[src/rtl/wdog_pkg.sv]
package wdog_pkg;
    localparam logic [7:0]  OFF_CTRL    = 8'h00;
    localparam logic [7:0]  OFF_RANGE   = 8'h04;
    localparam logic [7:0]  OFF_COUNT   = 8'h08;
    localparam logic [7:0]  OFF_RESTART = 8'h0C;
    localparam logic [7:0]  OFF_STATUS  = 8'h10;
    localparam logic [7:0]  OFF_ACK     = 8'h14;
    localparam logic [31:0] RESTART_KEY = 32'h0000_0076;

    typedef enum logic [1:0] {
        ST_OFF = 2'd0,
        ST_RUN = 2'd1,
        ST_IRQ = 2'd2,
        ST_RST = 2'd3
    } wd_state_e;
endpackage

[src/rtl/wdog_regs.sv]
module wdog_regs
    import wdog_pkg::*;
#(
    parameter int ADDR_W  = 8,
    parameter int RANGE_W = 4,
    parameter int CNT_W   = 18
) (
    input  logic               clk,
    input  logic               rst_n,
    input  logic               bus_sel,
    input  logic               bus_wr,
    input  logic               bus_rd,
    input  logic [ADDR_W-1:0]  bus_addr,
    input  logic [31:0]        bus_wdata,
    input  logic [CNT_W-1:0]   cnt_val,
    input  logic               irq_pend,
    output logic [31:0]        bus_rdata,
    output logic               en_q,
    output logic               mode_q,
    output logic [RANGE_W-1:0] range_q,
    output logic               en_set,
    output logic               kick,
    output logic               ack_rd
);
    logic [7:0] off;
    logic       wr_hit, rd_hit;

    assign off    = 8'(bus_addr);
    assign wr_hit = bus_sel && bus_wr;
    assign rd_hit = bus_sel && bus_rd;

    assign en_set = wr_hit && (off == OFF_CTRL) && bus_wdata[0] && !en_q;
    assign kick   = wr_hit && (off == OFF_RESTART) && (bus_wdata == RESTART_KEY) && en_q;
    assign ack_rd = rd_hit && (off == OFF_ACK) && en_q;

    always_ff @(posedge clk or negedge rst_n) begin
        if (!rst_n) begin
            en_q    <= 1'b0;
            mode_q  <= 1'b0;
            range_q <= '0;
        end else if (wr_hit) begin
            if (off == OFF_CTRL) begin
                en_q   <= en_q | bus_wdata[0];
                mode_q <= bus_wdata[1];
            end
            if (off == OFF_RANGE) begin
                range_q <= bus_wdata[RANGE_W-1:0];
            end
        end
    end

    always_comb begin
        bus_rdata = '0;
        unique case (off)
            OFF_CTRL:   bus_rdata = {30'd0, mode_q, en_q};
            OFF_RANGE:  bus_rdata = 32'(range_q);
            OFF_COUNT:  bus_rdata = 32'(cnt_val);
            OFF_STATUS: bus_rdata = {31'd0, irq_pend};
            default:    bus_rdata = '0;
        endcase
    end

    p_en_sticky_r2: assert property (@(posedge clk) disable iff (!rst_n)
        en_q |=> en_q);
endmodule

[src/rtl/wdog_counter.sv]
module wdog_counter #(
    parameter int BASE_EXP = 16,
    parameter int RANGE_W  = 4,
    parameter int CNT_W    = 31
) (
    input  logic               clk,
    input  logic               rst_n,
    input  logic               en,
    input  logic               load,
    input  logic [RANGE_W-1:0] range,
    output logic [CNT_W-1:0]   cnt,
    output logic               expire
);
    localparam int SH_W = $clog2(CNT_W) + 1;
    localparam logic [CNT_W-1:0] ONE = CNT_W'(1);

    logic [SH_W-1:0]  shamt;
    logic [CNT_W-1:0] load_val;

    assign shamt    = SH_W'(BASE_EXP) + SH_W'(range);
    assign load_val = (ONE << shamt) - ONE;
    assign expire   = en && !load && (cnt == '0);

    always_ff @(posedge clk or negedge rst_n) begin
        if (!rst_n) begin
            cnt <= '0;
        end else if (load || expire) begin
            cnt <= load_val;
        end else if (en) begin
            cnt <= cnt - ONE;
        end
    end

    p_halt_r3: assert property (@(posedge clk) disable iff (!rst_n)
        (!en && !load) |=> $stable(cnt));
    p_reload_r5: assert property (@(posedge clk) disable iff (!rst_n)
        load |=> (cnt == $past(load_val)));
endmodule

[src/rtl/wdog_fsm.sv]
module wdog_fsm
    import wdog_pkg::*;
#(
    parameter int PULSE_LEN = 8
) (
    input  logic clk,
    input  logic rst_n,
    input  logic en,
    input  logic mode,
    input  logic expire,
    input  logic ack,
    output logic irq,
    output logic sys_rst
);
    localparam int PC_W = (PULSE_LEN > 1) ? $clog2(PULSE_LEN) : 1;
    localparam logic [PC_W-1:0] PC_LAST = PC_W'(PULSE_LEN - 1);

    wd_state_e       state, state_nx;
    logic [PC_W-1:0] pcnt;

    always_ff @(posedge clk or negedge rst_n) begin
        if (!rst_n) begin
            state <= ST_OFF;
            pcnt  <= '0;
        end else begin
            state <= state_nx;
            pcnt  <= (state == ST_RST) ? pcnt + PC_W'(1) : '0;
        end
    end

    always_comb begin
        state_nx = state;
        unique case (state)
            ST_OFF: if (en) state_nx = ST_RUN;
            ST_RUN: if (expire) state_nx = mode ? ST_IRQ : ST_RST;
            ST_IRQ: begin
                if (ack)         state_nx = ST_RUN;
                else if (expire) state_nx = ST_RST;
            end
            ST_RST: if (pcnt == PC_LAST) state_nx = ST_RUN;
            default: state_nx = ST_OFF;
        endcase
    end

    always_comb begin
        irq     = (state == ST_IRQ);
        sys_rst = (state == ST_RST);
    end

    p_direct_rst_r10: assert property (@(posedge clk) disable iff (!rst_n)
        (state == ST_RUN && expire && !mode) |=> (sys_rst && !irq));
    p_eoi_clear_r8: assert property (@(posedge clk) disable iff (!rst_n)
        (irq && ack) |=> !irq);
    p_pulse_len_r9: assert property (@(posedge clk) disable iff (!rst_n)
        $fell(sys_rst) |-> ($past(pcnt) == PC_LAST));
    p_escalate_r9: assert property (@(posedge clk) disable iff (!rst_n)
        (irq && expire && !ack) |=> (sys_rst && !irq));
endmodule

[src/rtl/wdog_periph.sv]
module wdog_periph #(
    parameter int BASE_EXP  = 16,
    parameter int RANGE_W   = 4,
    parameter int ADDR_W    = 8,
    parameter int PULSE_LEN = 8
) (
    input  logic              clk,
    input  logic              rst_n,
    input  logic              bus_sel,
    input  logic              bus_wr,
    input  logic              bus_rd,
    input  logic [ADDR_W-1:0] bus_addr,
    input  logic [31:0]       bus_wdata,
    output logic [31:0]       bus_rdata,
    output logic              irq_o,
    output logic              sys_rst_o
);
    localparam int CNT_W = BASE_EXP + (1 << RANGE_W) - 1;

    logic               en_q, mode_q, en_set, kick, ack_rd, expire;
    logic [RANGE_W-1:0] range_q;
    logic [CNT_W-1:0]   cnt;

    wdog_regs #(.ADDR_W(ADDR_W), .RANGE_W(RANGE_W), .CNT_W(CNT_W)) u_regs (
        .clk(clk), .rst_n(rst_n),
        .bus_sel(bus_sel), .bus_wr(bus_wr), .bus_rd(bus_rd),
        .bus_addr(bus_addr), .bus_wdata(bus_wdata),
        .cnt_val(cnt), .irq_pend(irq_o), .bus_rdata(bus_rdata),
        .en_q(en_q), .mode_q(mode_q), .range_q(range_q),
        .en_set(en_set), .kick(kick), .ack_rd(ack_rd)
    );

    wdog_counter #(.BASE_EXP(BASE_EXP), .RANGE_W(RANGE_W), .CNT_W(CNT_W)) u_cnt (
        .clk(clk), .rst_n(rst_n), .en(en_q),
        .load(en_set || kick || ack_rd), .range(range_q),
        .cnt(cnt), .expire(expire)
    );

    wdog_fsm #(.PULSE_LEN(PULSE_LEN)) u_fsm (
        .clk(clk), .rst_n(rst_n), .en(en_q), .mode(mode_q),
        .expire(expire), .ack(ack_rd), .irq(irq_o), .sys_rst(sys_rst_o)
    );
endmodule

[config.mk]
export PLATFORM = sky130hd
export DESIGN_NAME = wdog_periph
export DESIGN_NICKNAME = d
export VERILOG_FILES = /design/src/rtl/wdog_pkg.sv /design/src/rtl/wdog_regs.sv /design/src/rtl/wdog_counter.sv /design/src/rtl/wdog_fsm.sv /design/src/rtl/wdog_periph.sv
export SDC_FILE = /design/constraint.sdc
export NUM_CORES = 1
export LEC_CHECK = 0
export BUFFER_PORTS_ARGS = -buffer_cell sky130_fd_sc_hd__buf_2
export CAP_MARGIN = 20
export CORE_ASPECT_RATIO = 1.25
export CORE_MARGIN = 3
export CORE_UTILIZATION = 38
export DETAILED_ROUTE_END_ITERATION = 16
export PLACE_DENSITY = 0.56
export SETUP_SLACK_MARGIN = 0.2
export SYNTH_ARGS = -nofsm -noshare
export SYNTH_HDL_FRONTEND = slang
export SYNTH_SLANG_ARGS = --single-unit
[constraint.sdc]
create_clock -name clk -period 5.8 [get_ports clk]
set_input_delay 1.16 -clock clk [delete_from_list [all_inputs] [get_ports clk]]
set_output_delay 1.16 -clock clk [all_outputs]
set_load 0.02 [all_outputs]
## Word level (Yosys, flattened, before mapping)

Cells that the tools add are included.

- Add/sub/neg operators: 4
- Equal/unequal tests: 14
- Shift-type cells: 1
- Multiplexer cells: 11
- Bitwise operators: 1
- Reductions and logical operators: 24

Operators with widths:

| operator | count |
|---|---|
| one-hot mux 31 bit (4 select lines) | 1 |
| two-way mux 31 bit | 2 |
| subtractor 31 x 1 -> 31 bit, second input constant | 2 |
| == test 32 x 7 -> 1 bit, second input constant | 1 |
| zero test 31 bit | 1 |
| << shifter 1 x 6 -> 31 bit, first input constant | 1 |
| == test 8 x 4 -> 1 bit, second input constant | 2 |
| == test 8 x 5 -> 1 bit, second input constant | 2 |
| logical AND 1 bit | 12 |
| two-way mux 2 bit | 5 |
| == test 8 x 3 -> 1 bit, second input constant | 1 |
| zero test 8 bit | 1 |
| one-hot mux 2 bit (4 select lines) | 1 |
| adder 5 x 4 -> 6 bit, first input constant | 1 |
| == test 2 bit, second input constant | 2 |
| inequality test 2 bit, second input constant | 2 |
| AND reduction 2 bit | 2 |
| AND reduction 4 bit | 1 |
| adder 3 x 1 -> 3 bit, second input constant | 1 |
| == test 3 bit, second input constant | 1 |
| logical OR 1 bit | 3 |
| two-way mux 3 bit | 1 |
| inequality test 3 x 2 -> 1 bit, second input constant | 1 |
| == test 2 x 1 -> 1 bit, second input constant | 1 |
| other kinds (6) | 7 |

- Flip-flop bits (word level): 42
- Bits of input ports: 45

## Depth between registers and ports, before layout

Gate-level depths: netlist of run 1.

- Depth in word-level cells: 12
- Gate-level depth with buffers: 15
- Depth with buffers taken out: 12

## Modules after synthesis

From an unflattened synthesis of run 1, not the netlist that was laid out.

- Cell total of the unflattened synthesis: 413
- Area, all modules: 3505.9 µm²

Modules (own cells, without submodules):

| module | times used | cells an instance | area an instance (µm²) | seq. area each (µm²) |
|---|---|---|---|---|
| wdog_counter | 1 | 298 | 2441.1 | 775.7 |
| wdog_regs | 1 | 87 | 753.2 | 150.1 |
| wdog_fsm | 1 | 27 | 305.3 | 125.1 |
| wdog_periph | 1 | 1 | 6.3 | 0.0 |

## Worst setup path after synthesis of run 1

No wires, ideal clock.

- Path kind: input to register
- From: in bus_wdata[11]
- To: reg u_cnt.cnt[30]
- Setup time: 0.079 ns
- Arrival time: 4.132 ns
- Setup slack: 1.589 ns
- Stages: 14
- Path through: or4_1 -> or3_4 -> nor4_1 -> nor3_1 -> clkbuf_1 -> clkbuf_1 -> nand2_1 -> ha_1 -> inv_1 -> or3_1 -> mux2i_1 -> o211ai_1 -> xor2_1 -> mux2i_1

- Cells in the longest elaborated chain, start to end: 10
- Elaborated cells between the ends (all ways): 11
- Those cells by class: eq/ne (1); mux (1); reduce/logical (9)

Ends and longest elaborated chain:

| what | line | text |
|---|---|---|
| start, declared | wdog_periph.sv:13 | `input logic [31:0] bus_wdata,` |
| == test 32 x 7 -> 1 bit * | wdog_regs.sv:33 | `assign kick = wr_hit && (off == OFF_RESTART) && (bus_wdata == RESTART_KEY) && en_q;` |
| logical AND 1 bit * (2 in series) | wdog_regs.sv:33 |  |
| logical OR 1 bit * (2 in series) | wdog_periph.sv:35 | `.load(en_set \|\| kick \|\| ack_rd), .range(range_q),` |
| zero test 1 bit | wdog_counter.sv:22 | `assign expire = en && !load && (cnt == '0);` |
| logical AND 1 bit (2 in series) | wdog_counter.sv:22 |  |
| logical OR 1 bit * | wdog_counter.sv:27 | `end else if (load \|\| expire) begin` |
| two-way mux 31 bit or nonzero test 2 bit (tied branches) | - |  |
| end signal, assigned | wdog_counter.sv:28 | `cnt <= load_val;` |
| end signal, assigned | wdog_counter.sv:30 | `cnt <= cnt - ONE;` |
| end, declared | wdog_counter.sv:11 | `output logic [CNT_W-1:0] cnt,` |

Every way passes the cells marked *; elsewhere a longest branch is shown, timed or not.
A chain may end at the register's enable or synchronous reset.

## Final worst setup path of run 1

Ends and elaborated chain as after synthesis.

==> summary.txt, run 1 <==
Outcome
  – Status: finished, final reports clean

Critical path
  – Crit path DAT: 4.52 ns
  – CP Capture Type: flop
  – Critical Path RT: 5.97 ns
  – Crit-path max FO: 27
  – Crit Path Class: in2reg
  – Crit start category: input pin

Final layout
  – FF+latch area: 0.00105 sq mm
  – Post-route cell area: 0.00369 sq mm
  – Layout fillers: 847
  – ANT cells: 0
  – Multi-input gate area: 0.00195 sq mm
  – P&R area growth vs syn: 18.0%
  – Finished Layout Cells: 549
  – Layout Utilization: 0.466
  – Layout cells sized above 1: 0.229
  – Final-stage net count: 506

Power
  – Leakage: 1.67 nW
  – VDD IR max: 0.000124 V
  – Post-layout total power: 0.673 mW
  – PD cells: 182 mW/mm^2

STA
  – Slew headroom: 0.493
  – RSZ-0062 raised after global routing: no
  – Slew @ Worst Pin: 0.757 ns
  – Final count of pins violating max slew: 0
  – Hold Violations, Final: 0
  – Worst Skew: 0.00810 ns
  – Final period util: 0.750
  – TNS Setup: 0 ns
  – Final WS setup: 1.45 ns
  – Final min period: 4.35 ns
  – Fmax: 230 MHz
  – Final hold slack: 0.445 ns
  – Final setup fails: 0

Routing
  – WL/cell: 16.8 um
  – Final WL: 9.22 mm
  – Avg Vias per Cell: 5.70
  – DR vias: 3131
  – Drt first pass iters: 5
  – DRC: 0
  – Post-detailed-route count of antenna-violating nets: 0
  – Iter 0 DRT Violations: 221

Synth
  – Syn. warnings: 0
  – Post-synthesis cell type count: 56
  – Area fraction of the dominant cell type after synthesis: 0.336
  – Top cells by area, synth: dfrtp_1 (34%), and2_1 (5.8%), nand2_1 (4.9%)
  – Post-Synthesis Cells: 385
  – Post-synth net total: 438
  – EDFF count, synth: 0
  – Cell taking the most area after synthesis: dfrtp_1
  – Main synth FF type: dfrtp_1
  – Post-synthesis sequential area ratio: 0.336
  – Syn_area_per_cell: 8.13 sq um
  – Syn Std Cell Area: 0.00313 sq mm
  – Async S/R FF share, synth: 1.00
  – FF+latch count, synth: 42

Clocking
  – H-tree levels: 2
  – Cts repair resizes: 0
  – CTS root buffer: clkbuf_8
  – Clock Latency Late Sink: 0.32 ns
  – Clock-pin transition on the worst setup and hold timing paths: 0.10 ns
  – Clock buffer depth: 2
  – Num CTS Buffers: 5
  – CTS sink count: 42
  – CTS tree: built
  – Hold-fix buffers, CTS: 0
  – Number of post-CTS setup repair buffers: 0

Global route
  – Initial antenna violation count: 0
  – Largest net degree at the start of global routing: 43
  – Vias in the first global route: 3050
  – First-pass GRT wire length: 15.3 mm
  – GR Util All Layers: 0.209
  – Grt total ovfl: 0

Floorplan
  – Starting Density: 0.395
  – I/O Pins: 79
  – Die ar.: 0.00937 sq mm
  – Die H: 107 um
  – Core area: 0.00793 sq mm
  – Die width: 87.2 um
  – Rows: 36

Place
  – Placed Area: 0.00358 sq mm
  – # port buffers: 77
  – Gpl congestion: 0.858
  – Place WS: 1.11 ns
  – HPWL Detailed: 6.90 mm
  – Placed insts: 540

Flow run
  – Max Cap Viol: 0

Hold path
  – Class of the worst hold path: reg2reg
-- Yosys cell counts (5+ instances only) --
cell and count:
a31oi_1 7, mux2_2 5, inv_1 11, nor4_1 16, xnor2_1 11, nand3b_1 5, nand4_1 6, nor3_1 16
o21ai_0 19, ha_1 8, a21oi_1 26, nand2_1 41, mux2i_1 7, clkbuf_1 16, dfrtp_1 42, xor2_1 5
nor4b_1 5, nor2_1 31, nand3_1 16, and2_1 29
-- placed cells by master, fill, tap and decap left out, types with 3 or more instances in the layout --
cell type	netlist	final
or4_1	4	4
nand3b_1	5	5
nand2b_1	4	4
nor4b_1	5	5
and2_1	29	29
a22o_1	3	3
a31oi_1	7	7
buf_4	2	5
clkbuf_8	0	5
nand3_1	16	16
mux2i_1	7	7
nor3b_1	3	3
inv_1	11	11
o21ai_0	19	19
ha_1	8	8
nand2_1	41	41
nor3_1	16	15
dfrtp_1	42	42
and3_1	3	3
mux2_2	5	5
nor4_1	16	16
buf_2	4	77
a21oi_1	26	26
nor2_1	31	31
nand4_1	6	6
xnor2_1	11	11
xor2_1	5	5
-- critical path, cell delays in order --
cell      delay, ns
buf_2          0.09
or4_1          0.50
or3_4          0.35
nor4_1         0.34
nor3_2         0.06
buf_4          0.25
nand2_1        0.13
ha_1           0.38
inv_1          0.17
or3_1          0.39
mux2i_1        0.26
o211ai_1       0.18
xor2_1         0.16
mux2i_1        0.09
-- path summary, 6_finish.rpt --
check | to | from | depth (start not counted) | slack (ns)
max | u_cnt.cnt[30] | bus_wdata[11] | 14 | 1.45
min | u_fsm.pcnt[0] | u_fsm.pcnt[0] | 1 | 0.44
max reg2reg | u_cnt.cnt[30] | u_cnt.cnt[4] | 13 | 1.71
min reg2reg | u_fsm.pcnt[0] | u_fsm.pcnt[0] | 1 | 0.44
max in group asynchronous | u_regs.range_q[0] | rst_n | 2 | 4.62
min in group asynchronous | u_cnt.cnt[6] | rst_n | 1 | 0.71
-- where the power goes --
part	internal (mW)	switching, mW	leakage (nW)
clock network	0.0863	0.120	0.0408
registers	0.305	0.0206	0.524
logic	0.0504	0.0906	1.11
total	0.442	0.231	1.67
-- cell families (layout without fill, tap and decap cells) --
logic type	count (synthesis)	count (layout)	synth area share
adder cells (fa/ha/maj)	8	8	0.0320
AND/OR/NAND/NOR	195	195	0.349
multiplexers	12	12	0.0404
buffers and inverters	33	102	0.0436
flip-flops	42	42	0.336
AO/OA/AOI/OAI	78	78	0.153
XOR/XNOR	16	16	0.0448
other	1	1	0.00120
-- layer usage --
metal	up-vias	GRT usage	share of wire
met5	-	0	0
met4	0	0.0757	0.021
met3	15	0.0391	0.069
met2	110	0.343	0.48
met1	1468	0.271	0.43
li1	1538	-	-
-- final cells by class --
class                      instances  share of cell area
sequential                        42               0.284
timing repair buffer              83               0.120
clock inverter                     3             0.00643
inverter                          11              0.0112
clock buffer                       5              0.0186
multi-input combinational        310               0.527
tap                               95              0.0322
-- sequential cells by signal, indices dropped and copies added (netlist names) --
name,cells
u_regs.en_q,1
u_fsm.state,2
u_fsm.pcnt,3
u_cnt.cnt,31
u_regs.range_q,4
u_regs.mode_q,1
No activity file was read; power rests on OpenSTA's default activity.
==> run 2, diff against run 1 <==
PLACE_DENSITY = 0.59   (was 0.56)
clock period = 3.9 ns   (was 5.8 ns; I/O delays follow)
==> run 2 against run 1 <==
  * Sequential cell count unchanged
  * Register-to-register slack worse by 1.1 ns
  * Clock skew down 0.0015 ns
  * Sequential power up 48%
  * First-iteration DRC count up 19%
  * Combinational power up 64%
  * Setup slack worse by 0.88 ns
  * Largest cell class unchanged
  * Largest power group unchanged
==> summary.txt, run 2 (synthesis gave the netlist of run 1 again) <==
Global route
  – GR Util All Layers: 0.209 (about the same)
  – Grt total ovfl: 0 (unchanged)
  – Largest net degree at the start of global routing: 43 (unchanged)
  – Initial antenna violation count: 0 (unchanged)
  – First-pass GRT wire length: 15.5 mm (+1.4%)
  – Vias in the first global route: 3139 (+2.9%)

Final layout
  – Layout cells sized above 1: 0.248 (+0.0193)
  – Most frequent cells in the layout: buf_2 (77), dfrtp_1 (42), nand2_1 (41), nor2_1 (31), and2_1 (29)
  – Top Registers: u_cnt.cnt x31, u_regs.range_q x4, u_fsm.pcnt x3
  – P&R area growth vs syn: 20.6%
  – Biggest register: u_cnt.cnt
  – Final-stage net count: 515 (+1.8%)
  – Max reg flops: 31 (unchanged)
  – Post-route cell area: 0.00377 sq mm (+2.2%)
  – ANT cells: 0 (unchanged)
  – Commonest non-fill, non-tap cell in the layout: buf_2

Hold path
  – Hold Crit Depth: 1 (unchanged)
  – Class of the worst hold path: reg2reg
  – Hold_sp: u_fsm.pcnt[0]
  – Hold path endpoint: u_fsm.pcnt[0]

Clocking
  – H-tree levels: 2 (unchanged)
  – Number of post-CTS setup repair buffers: 0 (unchanged)
  – CTS root buffer: clkbuf_8
  – CTS tree: built
  – Clock-pin transition on the worst setup and hold timing paths: 0.09 ns (about the same)
  – CTS sink count: 42 (unchanged)
  – Num CTS Buffers: 5 (unchanged)
  – Clock buffer depth: 2 (unchanged)
  – Clock Latency Late Sink: 0.30 ns (-0.02 ns)

Critical path
  – R2R depth: 13 (unchanged)
  – Crit-path max FO: 24 (-11%)
  – R2r startpoint: u_cnt.cnt[4]
  – Worst path slowest cell: nor4_4
  – Worst-path cell chain: buf_2 > nor4_4 > buf_4 > nand2_1 > buf_4 > nor2_1 > buf_4 > and2_1 > buf_2
  – Delay-heaviest family, CP: buffers and inverters
  – Slowest stage delay, CP: 0.33 ns (-0.17 ns)
  – Buffers & Inverters on Critical Path: 5 (+2)
  – Critical R2R Capture: u_cnt.cnt[30]
  – CP Capture Type: output port
  – CP dominant cell by count: buf_4
  – Crit Path Class: in2out
  – Critical Path RT: 3.12 ns (-2.85 ns)
  – Reg-to-reg slack, setup: 0.61 ns (-1.10 ns)
  – Crit start category: input pin
  – Crit path DAT: 2.55 ns (-1.97 ns)

Routing
  – WL/cell: 16.7 um (-0.46%)
  – DR vias: 3212 (+2.6%)
  – Iter 0 DRT Violations: 264 (+19%)
  – Drt first pass iters: 5 (unchanged)
  – DRC: 0 (unchanged)
  – Avg Vias per Cell: 5.76 (+0.93%)
  – Post-detailed-route count of antenna-violating nets: 0 (unchanged)
  – Final WL: 9.33 mm (+1.2%)

STA
  – Final min period: 3.33 ns
  – TNS Setup: 0 ns (unchanged)
  – Final count of pins violating max slew: 0 (unchanged)
  – Hold Violations, Final: 0 (unchanged)
  – Slew @ Worst Pin: 1.01 ns (+0.251 ns)
  – Slew headroom: 0.328 (-0.165)
  – Final setup fails: 0 (unchanged)
  – Final period util: 0.854
  – Worst Skew: 0.00665 ns (-0.00145 ns)
  – RSZ-0062 raised after global routing: no
  – Fmax: 300 MHz

Power
  – Net switching fraction of the power: 0.339 (-0.00491)
  – Post-layout total power: 1.00 mW (+49%)
  – Register share of total power: 0.483 (about the same)
  – P_sw: 0.340 mW (+47%)
  – Clock power share: 0.287 (-0.020)
  – PD cells: 266 mW/mm^2 (+46%)
  – VDD IR max: 0.000107 V (-13%)
  – Leakage: 1.74 nW (+4.0%)
  – Combinational fraction of design power: 0.230 (+0.021)
  – Internal Power: 0.663 mW (+50%)

Floorplan
  – Die ar.: 0.00937 sq mm (unchanged)
  – I/O Pins: 79 (unchanged)
  – Core area: 0.00793 sq mm (unchanged)
  – Starting Density: 0.395 (unchanged)
  – Rows: 36 (unchanged)
  – Die H: 107 um (unchanged)
  – Die width: 87.2 um (unchanged)

Outcome
  – Status: finished, final reports clean

Place
  – HPWL Detailed: 6.91 mm (+0.16%)
  – # port buffers: 77 (unchanged)
  – Placed Area: 0.00368 sq mm (+2.7%)
  – Gpl congestion: 0.888 (+3.5%)

Flow run
  – Max Cap Viol: 0 (unchanged)
run 2: cell count changes in the layout (fill, tap and decap cells not counted):
cell        before  now
buf_12           1    0
nor3_4           0    1
clkinvlp_4       2    1
nor3_2           2    1
clkinv_4         0    1
nor4_1          16   14
nor4_2           1    2
clkinv_2         0    1
inv_6            1    0
buf_4            5   15
nor4_4           2    3
run 2: worst max-delay path by stage:
stage / from / endpoint / slack, ns / cells after the start
after floorplan: bus_wdata[11] / u_cnt.cnt[30] / 0.26 / 14
after global placement: bus_wdata[11] / u_cnt.cnt[30] / 0.39 / 13
after detailed placement: bus_wdata[11] / u_cnt.cnt[30] / 0.28 / 13
after CTS: u_cnt.cnt[4] / u_cnt.cnt[30] / 0.45 / 13
after global routing: u_cnt.cnt[2] / u_cnt.cnt[30] / 0.29 / 13
final: bus_addr[5] / bus_rdata[9] / 0.57 / 9
run 2: stage by stage:
stage                util  worst slack, ns  cells  hold slack [ns]
finish              0.476            0.569    558            0.444
global placement    0.464            0.386    550            0.424
floorplan               -            0.259    385            0.409
global route        0.476            0.293    558            0.465
CTS                 0.475            0.453    558            0.447
detailed placement  0.464            0.276    550            0.428
run 2: final cells by class:
class	count	area, sq um
fill	825	4150
clock inverter	3	21.3
timing repair buffer	92	498
clock buffer	5	68.8
sequential	42	1050
inverter	11	41.3
tap	95	119
multi-input combinational	310	1980
run 2: worst register-to-register path: cells and delay by family, from the launching register on:
kind / cells / cell delay [ns]
fa+ha+maj: 1 / 0.17
mux: 2 / 0.32
xor+xnor: 1 / 0.18
flops: 1 / 0.45
compound gates: 1 / 0.15
simple gates: 6 / 1.61
buf+inv: 2 / 0.29
run 2: power groups by stage:
stage | clock network, mW | registers [mW] | logic [mW]
5_1_grt | 0.313 | 0.487 | 0.259
6_report | 0.288 | 0.484 | 0.231
3_5_place_dp | 0 | 0.494 | 0.230
3_3_place_gp | 0 | 0.491 | 0.226
2_1_floorplan | 0 | 0.479 | 0.130
4_1_cts | 0.299 | 0.484 | 0.231
run 2: what timing repair did:
item                                    in CTS  in global routing
resized for setup                            0                  1
hold endpoints to repair                     0                  0
endpoints found under the setup margin       0                  1
hold buffers                                 0                  0
run 2: metal layers:
metal,routed length (um),global-route usage,vias to the layer above
li1,-,-,1552
met1,4060,0.280,1498
met2,4470,0.344,149
met3,597,0.0260,13
met4,201,0.0713,0
met5,0,0,-
